[src/rtl/rfsh_pkg.sv]
package rfsh_pkg;

    typedef enum logic [2:0] {
        ST_IDLE  = 3'd0,
        ST_ROW   = 3'd1,
        ST_BURST = 3'd2,
        ST_SELF  = 3'd3,
        ST_WAKE  = 3'd4
    } rfsh_state_e;

    typedef struct packed {
        rfsh_state_e state;
        logic        burst_mode;
    } rfsh_ctl_t;

endpackage

[src/rtl/rfsh_interval_timer.sv]
module rfsh_interval_timer #(
    parameter int unsigned NUM_ROWS     = 8,
    parameter int unsigned ROW_INTERVAL = 16
) (
    input  logic clk,
    input  logic rst_n,
    input  logic hold_i,
    input  logic burst_sel_i,
    input  logic take_i,
    output logic due_o
);
    localparam int unsigned BURST_PERIOD = NUM_ROWS * ROW_INTERVAL;
    localparam int unsigned CW           = $clog2(BURST_PERIOD + 1);
    localparam logic [CW-1:0] ROW_LIM    = CW'(ROW_INTERVAL - 1);
    localparam logic [CW-1:0] SWEEP_LIM  = CW'(BURST_PERIOD - 1);

    typedef struct packed {
        logic [CW-1:0] cnt;
        logic          due;
    } tmr_t;

    tmr_t          tmr_d, tmr_q;
    logic [CW-1:0] limit;

    always_comb begin
        limit = burst_sel_i ? SWEEP_LIM : ROW_LIM;
        tmr_d = tmr_q;
        if (hold_i) begin
            tmr_d.cnt = '0;
            tmr_d.due = 1'b0;
        end else begin
            if (take_i) begin
                tmr_d.due = 1'b0;
            end
            if (tmr_q.cnt >= limit) begin
                tmr_d.cnt = '0;
                tmr_d.due = 1'b1;
            end else begin
                tmr_d.cnt = tmr_q.cnt + 1'b1;
            end
        end
    end

    always_ff @(posedge clk) begin
        if (!rst_n) begin
            tmr_q <= '0;
        end else begin
            tmr_q <= tmr_d;
        end
    end

    assign due_o = tmr_q.due;

endmodule

[src/rtl/rfsh_row_walker.sv]
module rfsh_row_walker #(
    parameter int unsigned NUM_ROWS = 8,
    localparam int unsigned RW      = (NUM_ROWS > 1) ? $clog2(NUM_ROWS) : 1
) (
    input  logic          clk,
    input  logic          rst_n,
    input  logic          adv_i,
    input  logic          in_burst_i,
    output logic [RW-1:0] row_o,
    output logic          last_o
);
    localparam logic [RW-1:0] LAST = RW'(NUM_ROWS - 1);

    typedef struct packed {
        logic [RW-1:0] row;
        logic [RW-1:0] bcnt;
    } walk_t;

    walk_t         walk_d, walk_q;
    logic [RW-1:0] row_inc;
    logic [RW-1:0] bcnt_inc;

    generate
        if ((NUM_ROWS & (NUM_ROWS - 1)) == 0) begin : g_pow2
            assign row_inc  = walk_q.row + 1'b1;
            assign bcnt_inc = walk_q.bcnt + 1'b1;
        end else begin : g_cmp
            assign row_inc  = (walk_q.row == LAST) ? '0 : walk_q.row + 1'b1;
            assign bcnt_inc = (walk_q.bcnt == LAST) ? '0 : walk_q.bcnt + 1'b1;
        end
    endgenerate

    always_comb begin
        walk_d = walk_q;
        if (adv_i) begin
            walk_d.row = row_inc;
        end
        if (adv_i && in_burst_i) begin
            walk_d.bcnt = bcnt_inc;
        end else begin
            walk_d.bcnt = '0;
        end
    end

    always_ff @(posedge clk) begin
        if (!rst_n) begin
            walk_q <= '0;
        end else begin
            walk_q <= walk_d;
        end
    end

    assign row_o  = walk_q.row;
    assign last_o = (walk_q.bcnt == LAST);

endmodule

[src/rtl/rfsh_wake_timer.sv]
module rfsh_wake_timer #(
    parameter int unsigned SR_EXIT_CYCLES = 5
) (
    input  logic clk,
    input  logic rst_n,
    input  logic run_i,
    output logic done_o
);
    localparam int unsigned XW = (SR_EXIT_CYCLES > 1) ? $clog2(SR_EXIT_CYCLES) : 1;
    localparam logic [XW-1:0] XLAST = XW'(SR_EXIT_CYCLES - 1);

    logic [XW-1:0] cnt_d, cnt_q;

    always_comb begin
        cnt_d = '0;
        if (run_i && (cnt_q != XLAST)) begin
            cnt_d = cnt_q + 1'b1;
        end
    end

    always_ff @(posedge clk) begin
        if (!rst_n) begin
            cnt_q <= '0;
        end else begin
            cnt_q <= cnt_d;
        end
    end

    assign done_o = run_i && (cnt_q == XLAST);

endmodule

[src/rtl/rfsh_sequencer.sv]
module rfsh_sequencer
    import rfsh_pkg::*;
#(
    parameter int unsigned NUM_ROWS       = 8,
    parameter int unsigned ROW_INTERVAL   = 16,
    parameter int unsigned SR_EXIT_CYCLES = 5,
    localparam int unsigned ROW_W         = (NUM_ROWS > 1) ? $clog2(NUM_ROWS) : 1
) (
    input  logic             clk,
    input  logic             rst_n,
    input  logic             mode_burst_i,
    input  logic             acc_req_i,
    input  logic             acc_busy_i,
    output logic             acc_grant_o,
    output logic             stall_o,
    output logic             ref_cmd_o,
    output logic [ROW_W-1:0] ref_row_o,
    input  logic             sr_req_i,
    output logic             sr_ack_o
);
    rfsh_ctl_t ctl_d, ctl_q;
    logic      due;
    logic      take;
    logic      sweep_last;
    logic      wake_done;
    logic      hold;
    logic      in_burst;

    assign hold      = (ctl_q.state == ST_SELF) || (ctl_q.state == ST_WAKE);
    assign in_burst  = (ctl_q.state == ST_BURST);
    assign ref_cmd_o = (ctl_q.state == ST_ROW) || in_burst;

    rfsh_interval_timer #(
        .NUM_ROWS     (NUM_ROWS),
        .ROW_INTERVAL (ROW_INTERVAL)
    ) u_timer (
        .clk         (clk),
        .rst_n       (rst_n),
        .hold_i      (hold),
        .burst_sel_i (ctl_q.burst_mode),
        .take_i      (take),
        .due_o       (due)
    );

    rfsh_row_walker #(
        .NUM_ROWS (NUM_ROWS)
    ) u_walker (
        .clk        (clk),
        .rst_n      (rst_n),
        .adv_i      (ref_cmd_o),
        .in_burst_i (in_burst),
        .row_o      (ref_row_o),
        .last_o     (sweep_last)
    );

    rfsh_wake_timer #(
        .SR_EXIT_CYCLES (SR_EXIT_CYCLES)
    ) u_wake (
        .clk    (clk),
        .rst_n  (rst_n),
        .run_i  (ctl_q.state == ST_WAKE),
        .done_o (wake_done)
    );

    always_comb begin
        ctl_d = ctl_q;
        take  = 1'b0;
        unique case (ctl_q.state)
            ST_IDLE: begin
                if (due) begin
                    if (!acc_busy_i) begin
                        take        = 1'b1;
                        ctl_d.state = ctl_q.burst_mode ? ST_BURST : ST_ROW;
                    end
                end else if (sr_req_i && !acc_busy_i) begin
                    ctl_d.state = ST_SELF;
                end
            end
            ST_ROW: begin
                ctl_d.state      = ST_IDLE;
                ctl_d.burst_mode = mode_burst_i;
            end
            ST_BURST: begin
                if (sweep_last) begin
                    ctl_d.state      = ST_IDLE;
                    ctl_d.burst_mode = mode_burst_i;
                end
            end
            ST_SELF: begin
                if (!sr_req_i) begin
                    ctl_d.state = ST_WAKE;
                end
            end
            ST_WAKE: begin
                if (wake_done) begin
                    ctl_d.state = ST_IDLE;
                end
            end
            default: begin
                ctl_d.state = ST_IDLE;
            end
        endcase
    end

    always_ff @(posedge clk) begin
        if (!rst_n) begin
            ctl_q.state      <= ST_IDLE;
            ctl_q.burst_mode <= 1'b0;
        end else begin
            ctl_q <= ctl_d;
        end
    end

    assign stall_o     = (ctl_q.state != ST_IDLE) || due;
    assign acc_grant_o = acc_req_i && (ctl_q.state == ST_IDLE) && !due && !sr_req_i;
    assign sr_ack_o    = (ctl_q.state == ST_SELF);

endmodule

[config.mk]
export PLATFORM = sky130hd
export DESIGN_NAME = rfsh_sequencer
export DESIGN_NICKNAME = d
export VERILOG_FILES = /design/src/rtl/rfsh_pkg.sv /design/src/rtl/rfsh_interval_timer.sv /design/src/rtl/rfsh_row_walker.sv /design/src/rtl/rfsh_wake_timer.sv /design/src/rtl/rfsh_sequencer.sv
export SDC_FILE = /design/constraint.sdc
export NUM_CORES = 1
export LEC_CHECK = 0
export ABC_AREA = 1
export ABC_CLOCK_PERIOD_IN_PS = 2200
export BUFFER_PORTS_ARGS = -buffer_cell sky130_fd_sc_hd__buf_4
export CORE_MARGIN = 2
export CORE_UTILIZATION = 47
export DETAILED_ROUTE_END_ITERATION = 10
export PLACE_DENSITY = 0.66
export SKIP_CTS_REPAIR_TIMING = 1
export SYNTH_ARGS = -nofsm -noshare
export SYNTH_HDL_FRONTEND = slang
export SYNTH_SLANG_ARGS = --single-unit
[constraint.sdc]
create_clock -name clk -period 2.2 [get_ports clk]
set_clock_uncertainty 0.2 [all_clocks]
set_input_delay 0.44 -clock clk [delete_from_list [all_inputs] [get_ports clk]]
set_output_delay 0.44 -clock clk [all_outputs]
set_load 0.01 [all_outputs]
# Word level (Yosys, flattened, before mapping)
# Cells that the tools add are included.
[word_totals]
reg_bits = 22
out_inout_bits = 7
[op_classes]
add_sub_neg = 4
n_eq_ne = 12
n_lt_le_gt_ge = 1
n_bitwise = 1
reduce_logical = 23
n_mux = 15
[op_table]
columns = ["cell", "count"]
rows = [
  ["$mux W3", 5],
  ["$pmux W3 S4", 1],
  ["$add A3 B1 Y3 const B", 3],
  ["$eq A3 B3 Y1 const B", 3],
  ["$add A8 B1 Y8 const B", 1],
  ["$ge A8 B8 Y1", 1],
  ["$logic_and A1 B1 Y1", 7],
  ["$mux W7", 1],
  ["$eq A3 B2 Y1 const B", 2],
  ["$ne A2 B2 Y1 const B", 3],
  ["$ne A3 B3 Y1 const B", 2],
  ["$reduce_and A2 Y1", 3],
  ["$mux W1", 5],
  ["$reduce_and A5 Y1", 1],
  ["$mux W4", 1],
  ["$reduce_bool A2 Y1", 2],
  ["$eq A3 B1 Y1 const B", 1],
  ["$logic_not A1 Y1", 3],
  ["$logic_not A3 Y1", 1],
  ["$logic_or A1 B1 Y1", 3],
  ["$ne A3 B2 Y1 const B", 1],
  ["$reduce_bool A3 Y1", 1],
  ["$reduce_or A3 Y1", 1],
  ["$mux W2", 1],
  ["other kinds (3)", 3],
]

# Depth between registers and ports, before layout
# Gate-level depths: netlist of run 1.
[depth]
depth_word = 5
depth_mapped = 9

# Cells and area by module
# Synthesis of run 1 repeated with hierarchy kept, for this count alone.
[unflattened]
hier_cells = 173
hier_area_um2 = 1212.4
[by_module_without_submodules]
columns = ["module", "instances", "seq_area_each_um2", "cells_per_inst", "area_each_um2"]
rows = [
  ["rfsh_interval_timer", 1, 180.2, 62, 465.4],
  ["rfsh_sequencer", 1, 80.1, 59, 335.3],
  ["rfsh_row_walker", 1, 120.1, 30, 257.7],
  ["rfsh_wake_timer", 1, 60.1, 22, 153.9],
]

# Worst setup path before layout of run 1
# OpenSTA, ideal clock, no wires.
[synth_path]
kind = "register -> output"
from = "register ctl_q[1] (netlist name)"
to = "output acc_grant_o"
required_time_ps = 1560
path_slack_ps = 432
t_arrival_ps = 1128
path_stages_with_launch = 6
n_path_buf = 0
cell_sequence = "dfxtp_1 > nor2_1 > nand2_1 > inv_1 > nand2_1 > nor3b_1"
[synth_via]
elab_chain_len = 4
[synth_rtl]
columns = ["element", "line_no", "source"]
rows = [
  ["start: declaration", "rfsh_sequencer.sv:21", "rfsh_ctl_t ctl_d, ctl_q;"],
  ["start signal: assignment", "rfsh_sequencer.sv:110", "ctl_q <= ctl_d;"],
  ["$logic_not A3 Y1", "rfsh_sequencer.sv:115", "assign acc_grant_o = acc_req_i && (ctl_q.state == ST_IDLE) && !due && !sr_req_i;"],
  ["$logic_and A1 B1 Y1 (3 in series)", "rfsh_sequencer.sv:115", ""],
  ["end: declaration", "rfsh_sequencer.sv:14", "output logic acc_grant_o,"],
]
# Every way passes these cells.

# Final worst setup path of run 1
[layout_path]
from = "register ctl_q[2] (netlist name)"
to = "output acc_grant_o"
# Same word-level chain as after synthesis.

==> reports/qor_table.md, run 1 <==
| Item | Reported |
|---|---|
| Syn Area/Cell | 7.74 um2 |
| Switching power share of the total | 41.5% |
| Total nets after synthesis | 162 |
| Total die area | 0.00283 mm2 |
| Unrepaired setup endpoints after global routing | no |
| Nature of the critical path startpoint | register |
| Clock slew seen by the registers of the worst setup and hold paths | 110 ps |
| Pin count of the biggest net entering global routing | 12 |
| Yosys reg bits | 22 |
| Worst r2r dst | u_timer.tmr_q[8] |
| Count of unique library cells instantiated by Yosys | 26 |
| Final hold violations | 0 |
| Number of nets at the end of the flow | 176 |
| Num ports | 13 |
| Placement-stage worst setup slack | 378 ps |
| Commonest non-fill, non-tap cells in the layout | 23 x inv_1, 23 x nor2_1, 21 x dfxtp_1, 16 x nand2_1, 12 x buf_4 |
| Critical-path top delay cell | dfxtp_1 |
| First-iteration detailed-routing DRC count | 13 |
| Placed standard-cell area | 0.00124 mm2 |
| Final antenna-violating net count | 0 |
| Total met3 wirelength after detailed routing | 62 um |
| Category of the worst setup path capture point | output pin |
| Crit-path cells | nor2_2, nand2_1, inv_1, nand2_1, nor3b_1, buf_4 |
| Worst-case reg-to-reg path depth | 6 |
| DRT met1 WL | 983 um |
| Via count of the first global-routing pass | 840 |
| Cell area after technology mapping | 0.00114 mm2 |
| Leak Pwr | 0.607 nW |
| Highest ir drop seen on vdd | 0.670 mV |
| Run status | finished clean |
| CTS Buf Count | 3 |
| Count of vias placed by the detailed router | 911 |
| Critical path type | reg2out |
| Startpoint of the worst setup timing path | ctl_q[2] |
| Clock period minus worst slack | 2050 ps |
| Max-slew headroom at the worst pin | 84.6% |
| Clock tree sinks | 22 |
| Layout cells sized above 1 | 18.2% |
| Htree depth | 1 |
| Tightest Hold Check Type | in2reg |
| TritonCTS clock tree | built |
| IO buf count | 12 |
| Max stage delay on crit path | 370 ps |
| Global-route wire length before repair | 3420 um |
| Cell count after synthesis | 147 |
| Async set or reset register ratio after synthesis | 0% |
| Maximum capacitance violations | 0 |
| Grt ovf | 0 |
| Cell types occupying the most area after synthesis | dfxtp_1 39%, ha_1 9.9%, inv_1 7.9% |
| Non-filler instance count after layout | 187 |
| Library cell appearing most often on the critical path | nand2_1 |
| Width of the die | 53.2 um |
| Transition time at the pin with the least slew margin | 229 ps |
| Seq/Total Area, Yosys | 38.7% |
| Largest fanout of any net on the critical path | 4 |
| Drt total wl | 1890 um |
| Cell accounting for the most synthesized area | dfxtp_1 |
| Count of final setup violators | 0 |
| Area share of the largest cell type after synthesis | 38.7% |
| Metal2 WL | 821 um |
| Later-pin clock latency in the skew report | 290 ps |
| Final setup TNS | 0 ps |
| Worst EP arrival | 1410 ps |
| Signed area change from the synthesized netlist to the final layout | 11.3% |
| Leading register cell type out of synthesis | dfxtp_1 |
| Upper clock frequency limit | 488 MHz |
| Antenna diode count | 0 |
| Fraction of power consumed by the clock network | 12.7% |
| Gr usage total | 16.4% |
| Routed len/inst | 10.1 um |
| DRC violation count after routing | 0 |
| Post-Layout Inst Area | 0.00127 mm2 |
| CP endpoint | acc_grant_o |
| Part of the cycle the worst path needs | 93.1% |
| Launching point of the worst reg2reg path | ctl_q[0] |
| Internal Power | 0.796 mW |
| Ratio of total power to cell area | 1080 mW/mm2 |
| Clk Tree Root Cell | clkbuf_4 |
| Post-synth EDFFs | 0 |
| Post-placement cell count | 184 |
| Number of warnings printed during yosys synthesis | 0 |
| Total number of placement rows | 17 |
| Final weighted congestion of routability-driven global placement | 0.764 |
| Reg-to-reg slack, setup | 450 ps |
| Initial antenna violation count | 0 |
| Via/cell ratio | 4.87 |
| Post-layout worst setup margin | 151 ps |
| Total net switching power | 0.565 mW |
| Worst EP required | 1560 ps |
| Top routing layer in use | met4 |
| Effective utilization at floorplan | 50.4% |
| Area of the core | 0.00225 mm2 |
| Detail Placement HPWL | 1540 um |
| Sequential fraction of design power | 40.6% |
| Clk buf depth | 2 |
| Max-slew violation count | 0 |
| Relative contribution of combinational cells to total power | 46.7% |
| Height of the chip | 53.2 um |
| Number of detailed-route iterations in the first pass | 4 |
==> cells in the mapped netlist (all sizes together), types with 2 or more instances <==
| cell type | instances |
|---|---|
| xnor2 | 4 |
| nand2 | 19 |
| ha | 9 |
| nor3 | 3 |
| buf | 3 |
| nand3 | 13 |
| inv | 25 |
| nor2 | 26 |
| dfxtp | 22 |
| xor2 | 3 |
| o21ai | 6 |
| a21oi | 7 |
| nand4 | 2 |
==> power groups by stage <==
stage / combinational, mW / sequential (mW) / clock, mW
final: 0.636 / 0.553 / 0.173
after CTS: 0.636 / 0.546 / 0.184
after global placement: 0.620 / 0.551 / 0
after floorplan: 0.481 / 0.540 / 0
after global routing: 0.728 / 0.568 / 0.201
after detailed placement: 0.632 / 0.557 / 0
==> per-stage QoR <==
stage / util, % / hold WS [ps] / power [mW]
finish: 56.2 / 188 / 1.36
global placement: 55.0 / 207 / 1.17
CTS: 56.0 / 180 / 1.37
global route: 56.2 / 179 / 1.50
floorplan: - / 199 / 1.02
detailed placement: 55.0 / 217 / 1.19
==> worst max-delay path, delay by kind of cell, from the launching register on <==
kind	cells	cell delay [ps]
flops	1	370
simple gates	4	520
buf+inv	2	220
==> logic make-up (layout without fill, tap and decap cells) <==
| group | count (synthesis) | after routing | share of synthesized area, % |
|---|---|---|---|
| AOI/OAI and AO/OA | 15 | 15 | 7.26 |
| xor gates and xnor gates | 7 | 7 | 5.39 |
| adders and majority gates | 9 | 9 | 9.90 |
| buffers and inverters | 28 | 40 | 10.2 |
| DFF | 22 | 22 | 38.7 |
| and+or+nand+nor | 66 | 66 | 28.5 |
==> how the worst min path moves through the flow <==
stage	start	cells after the start	end
2_1_floorplan	u_walker.walk_q[0]	1	u_walker.walk_q[0]
3_3_place_gp	u_walker.walk_q[0]	1	u_walker.walk_q[0]
3_5_place_dp	u_walker.walk_q[0]	1	u_walker.walk_q[0]
4_1_cts	mode_burst_i	3	ctl_q[0]
5_1_grt	mode_burst_i	3	ctl_q[0]
6_report	mode_burst_i	3	ctl_q[0]
==> layout make-up <==
| class | instances | area, um2 |
|---|---|---|
| timing repair buffer | 12 | 90.1 |
| inverter | 25 | 93.8 |
| fill | 230 | 988 |
| tap | 28 | 35.0 |
| multi-input combinational | 97 | 583 |
| clock buffer | 3 | 22.5 |
| sequential | 22 | 442 |
==> registers in the layout (all words and copies together), names as in the netlist <==
signal,count
u_walker.row_o,3
u_timer.due_o,1
u_walker.walk_q,3
u_wake.cnt_q,3
u_timer.tmr_q,8
ctl_q,4
==> layer usage <==
| metal | global-route usage [%] | vias to the layer above |
|---|---|---|
| met4 | 6.41 | 0 |
| met3 | 3.39 | 4 |
| met2 | 25.6 | 13 |
| met1 | 21.9 | 404 |
| met5 | 0 | - |
| li1 | - | 490 |
Power figures use the tool's default switching activity.
==> inputs of run 2 (changes only) <==
CORE_ASPECT_RATIO = 1.25   (was unset)
==> reports/qor_table.md, run 2 (same netlist as run 1, synthesis figures left out) <==
| Item | Reported |
|---|---|
| Largest fanout of any net on the critical path | 7 |
| Drt total wl | 1980 um |
| Clock period minus worst slack | 2060 ps |
| Clock slew seen by the registers of the worst setup and hold paths | 120 ps |
| Htree depth | 1 |
| Clk buf depth | 2 |
| Post-placement cell count | 187 |
| Later-pin clock latency in the skew report | 320 ps |
| Maximum capacitance violations | 0 |
| Critical path type | reg2out |
| Clk Tree Root Cell | clkbuf_4 |
| Number of detailed-route iterations in the first pass | 4 |
| Signed area change from the synthesized netlist to the final layout | 14.7% |
| Count of final setup violators | 0 |
| Non-filler instance count after layout | 191 |
| Max FFs per register | 8 |
| Part of the cycle the worst path needs | 93.8% |
| Width of the die | 48 um |
| Routed len/inst | 10.4 um |
| Category of the worst setup path capture point | output pin |
| Tightest Hold Check Type | in2reg |
| Clock tree sinks | 22 |
| Max-slew violation count | 0 |
| Final antenna-violating net count | 0 |
| First-iteration detailed-routing DRC count | 24 |
| Area of the core | 0.00226 mm2 |
| Worst EP arrival | 1420 ps |
| Total die area | 0.00283 mm2 |
| Max-slew headroom at the worst pin | 83.9% |
| Worst EP required | 1560 ps |
| Nature of the critical path startpoint | register |
| Pin count of the biggest net entering global routing | 14 |
| Unrepaired setup endpoints after global routing | no |
| Num ports | 13 |
| Leak Pwr | 0.622 nW |
| Final setup TNS | 0 ps |
| Initial antenna violation count | 0 |
| Antenna diode count | 0 |
| Register name with the most flops | u_timer.tmr_q |
| Final weighted congestion of routability-driven global placement | 0.788 |
| Number of nets at the end of the flow | 176 |
| Via/cell ratio | 4.84 |
| Total number of placement rows | 19 |
| Filler cell count in the final layout | 230 |
| DRC violation count after routing | 0 |
| Gr usage total | 16.8% |
| CTS Buf Count | 3 |
| Height of the chip | 59 um |
| IO buf count | 12 |
| Area taken by multi-input logic gates | 588 um2 |
| Count of vias placed by the detailed router | 925 |
| TritonCTS clock tree | built |
| Effective utilization at floorplan | 50.4% |
| Detail Placement HPWL | 1530 um |
| Upper clock frequency limit | 485 MHz |
| Layout cells sized above 1 | 18.8% |
| Highest ir drop seen on vdd | 0.737 mV |
| Ratio of total power to cell area | 1170 mW/mm2 |
| Reg area | 442 um2 |
| Run status | finished clean |
| Final hold violations | 0 |
| Via count of the first global-routing pass | 918 |
| Biggest registers after layout | u_timer.tmr_q x8, ctl_q x4 |
| Commonest non-fill, non-tap cells in the layout | 23 x inv_1, 23 x nor2_1, 21 x dfxtp_1, 16 x nand2_1, 12 x buf_4 |
| Global-route wire length before repair | 3430 um |
| Transition time at the pin with the least slew margin | 240 ps |
| Grt ovf | 0 |
| Worst-case hold slack | 143 ps |
-- run 2: area by class of cell --
cell class / instances / share of cell area [%]
sequential: 22 / 33.8
tap: 31 / 2.97
timing repair buffer: 12 / 6.90
multi-input combinational: 97 / 45.1
clock inverter: 1 / 2.30
clock buffer: 3 / 1.73
inverter: 25 / 7.19
-- run 2: worst paths after layout --
path / startpoint / end / slack, ps / cells past startpoint
hold / removal: mode_burst_i / ctl_q[0] / 140 / 3
setup / recovery: ctl_q[1] / acc_grant_o / 140 / 6
setup reg to reg: ctl_q[0] / u_timer.tmr_q[8] / 460 / 6
hold reg to reg: u_walker.walk_q[0] / u_walker.walk_q[0] / 230 / 1
-- run 2: where the power goes --
part | internal [mW] | switching, mW | total, mW
registers | 0.476 | 0.0871 | 0.563
clock network | 0.184 | 0.128 | 0.312
logic | 0.261 | 0.384 | 0.645
-- run 2: metal layers --
layer	share of wire, %	GRT usage (%)	vias up
met5	0	0	-
met1	41	16.6	421
met4	2.2	8.11	0
met2	54	32.2	11
li1	-	-	488
met3	2.1	1.83	5
-- run 2: worst max-delay path, cell delays in order, from the launching register on --
cell	delay (ps)
dfxtp_2	390
nor2_4	140
nand2_1	100
inv_1	80
nand2_1	70
nor3b_1	180
buf_4	150
-- run 2: stage by stage --
step	cell area, um2	setup WS, ps	utilization (%)	power [mW]
4_1_cts	1300	5.65	57.4	1.51
3_5_place_dp	1240	362	55.1	1.19
6_report	1310	137	57.8	1.52
3_3_place_gp	1240	437	55.1	1.17
2_1_floorplan	1140	432	-	1.02
5_1_grt	1310	0.938	57.8	1.65
==> inputs of run 3 (changes only) <==
CORE_ASPECT_RATIO = unset   (was 1.25)
SETUP_SLACK_MARGIN = 0.4   (was unset)
==> reports/qor_table.md, run 3 (same netlist as run 1, synthesis figures left out) <==
| Item | Reported |
|---|---|
| Run status | finished clean |
| Final antenna-violating net count | 0 |
| Total net switching power | 0.676 mW |
| Clock slew seen by the registers of the worst setup and hold paths | 110 ps |
| Transition time at the pin with the least slew margin | 265 ps |
| Clk Tree Root Cell | clkbuf_4 |
| Launching point of the worst reg2reg path | ctl_q[0] |
| Fraction of power consumed by the clock network | 10.2% |
| Maximum capacitance violations | 0 |
| Number of nets at the end of the flow | 187 |
| Signed area change from the synthesized netlist to the final layout | 24.8% |
| Category of the worst setup path capture point | output pin |
| Tightest Hold Check Type | in2reg |
| Final weighted congestion of routability-driven global placement | 0.764 |
| Effective utilization at floorplan | 50.4% |
| Highest ir drop seen on vdd | 0.822 mV |
| Number of detailed-route iterations in the first pass | 4 |
| Crit path buffers/inverters | 2 |
| Biggest registers after layout | u_timer.tmr_q x8, ctl_q x4 |
| Layout cells sized above 1 | 28.8% |
| Critical-path top delay cell | dfxtp_4 |
| Unrepaired setup endpoints after global routing | yes |
| Final setup TNS | 0 ps |
| TritonCTS clock tree | built |
| Total number of placement rows | 17 |
| Max-slew headroom at the worst pin | 82.2% |
| CTS Buf Count | 3 |
| Largest fanout of any net on the critical path | 6 |
| Switching power share of the total | 40.1% |
| Most common cell after layout, fill and taps aside | nor2_1 |
| Max FFs per register | 8 |
| Leak Pwr | 0.673 nW |
| Worst hold path startpoint | mode_burst_i |
| Crit-path cells | nor2_4, nand2_2, inv_2, nand2_2, nor3b_2, buf_4 |
| Max-slew violation count | 0 |
| Part of the cycle the worst path needs | 88.0% |
| Htree depth | 1 |
| Height of the chip | 53.2 um |
| Max stage delay on crit path | 390 ps |
| Num ports | 13 |
| Via/cell ratio | 5.02 |
| Count of vias placed by the detailed router | 993 |
| Clock period minus worst slack | 1940 ps |
| Placement-stage worst setup slack | 378 ps |
| Library cell appearing most often on the critical path | nand2_2 |
| Global-route wire length before repair | 3420 um |
| Routed len/inst | 10.8 um |
| Via count of the first global-routing pass | 840 |
| Worst EP required | 1560 ps |
| Final hold violations | 0 |
| Count of final setup violators | 0 |
| Area of the core | 0.00225 mm2 |
| Startpoint of the worst setup timing path | ctl_q[1] |
| Critical path type | reg2out |
| Register name with the most flops | u_timer.tmr_q |
| Post-placement cell count | 184 |
| Pin count of the biggest net entering global routing | 12 |
| Later-pin clock latency in the skew report | 290 ps |
| Antenna diode count | 0 |
| Worst EP arrival | 1300 ps |
| Relative contribution of combinational cells to total power | 55.2% |
| Non-filler instance count after layout | 198 |
| IO buf count | 12 |
| Detail Placement HPWL | 1540 um |
| DRC violation count after routing | 0 |
| Commonest non-fill, non-tap cells in the layout | 23 x nor2_1, 20 x inv_1, 20 x buf_4, 18 x dfxtp_1, 14 x nand2_1 |
| Ratio of total power to cell area | 1190 mW/mm2 |
| Width of the die | 53.2 um |
| Total die area | 0.00283 mm2 |
| Top Family by Delay on Critical Path | simple AND/OR/NAND/NOR gates |
| Nature of the critical path startpoint | register |
| Post-layout worst setup margin | 265 ps |
| Clock tree sinks | 22 |
| Drt total wl | 2140 um |
| First-iteration detailed-routing DRC count | 33 |
| Internal Power | 1.01 mW |
| Sequential fraction of design power | 34.6% |
| Initial antenna violation count | 0 |
| Gr usage total | 16.4% |
| Upper clock frequency limit | 517 MHz |
| Clk buf depth | 2 |
| Grt ovf | 0 |
## run 3: cell count changes in the layout (fill, tap and decap cells not counted), sizes merged
| cell | change |
|---|---|
| bufinv | -1 |
| buf | +11 |
## run 3: per-stage QoR
stage / hold slack (ps) / utilization, % / power [mW] / instance area, um2
after floorplan: 199 / - / 1.02 / 1140
after global placement: 207 / 55.0 / 1.17 / 1240
after detailed placement: 217 / 55.0 / 1.19 / 1240
after CTS: 180 / 56.0 / 1.37 / 1260
after global routing: 176 / 62.9 / 1.84 / 1420
final: 185 / 62.9 / 1.69 / 1420
## run 3: path summary, 6_finish.rpt
kind	endpoint	depth (start not counted)	slack, ps
max	acc_grant_o	6	260
min	ctl_q[0]	3	190
max reg2reg	u_timer.tmr_q[8]	6	510
min reg2reg	u_walker.walk_q[0]	1	230
## run 3: worst min-delay path, delay by kind of cell
family	cells	cell delay [ps]
buffers and inverters	2	160
AO/OA/AOI/OAI	1	60
## run 3: area by class of cell
cell class                      instances  area (um2)
Fill cell                             210         836
Multi-Input combinational cell         97         623
Sequential cell                        22         453
Timing Repair Buffer                   23         184
Inverter                               25         101
Tap cell                               28        35.0
Clock buffer                            3        22.5
## run 3: layer usage
metal / vias to the layer above / global-route usage [%] / share of wire, %
li1: 514 / - / -
met1: 454 / 21.9 / 48
met2: 23 / 25.6 / 47
met3: 2 / 3.39 / 4.5
met4: 0 / 6.41 / 0.56
met5: - / 0 / 0
## run 3: power groups by stage
| stage | sequential, mW | combinational (mW) | clock, mW |
|---|---|---|---|
| global placement | 0.551 | 0.620 | 0 |
| global route | 0.596 | 1.04 | 0.200 |
| CTS | 0.546 | 0.636 | 0.184 |
| finish | 0.583 | 0.930 | 0.172 |
| detailed placement | 0.557 | 0.632 | 0 |
| floorplan | 0.540 | 0.481 | 0 |
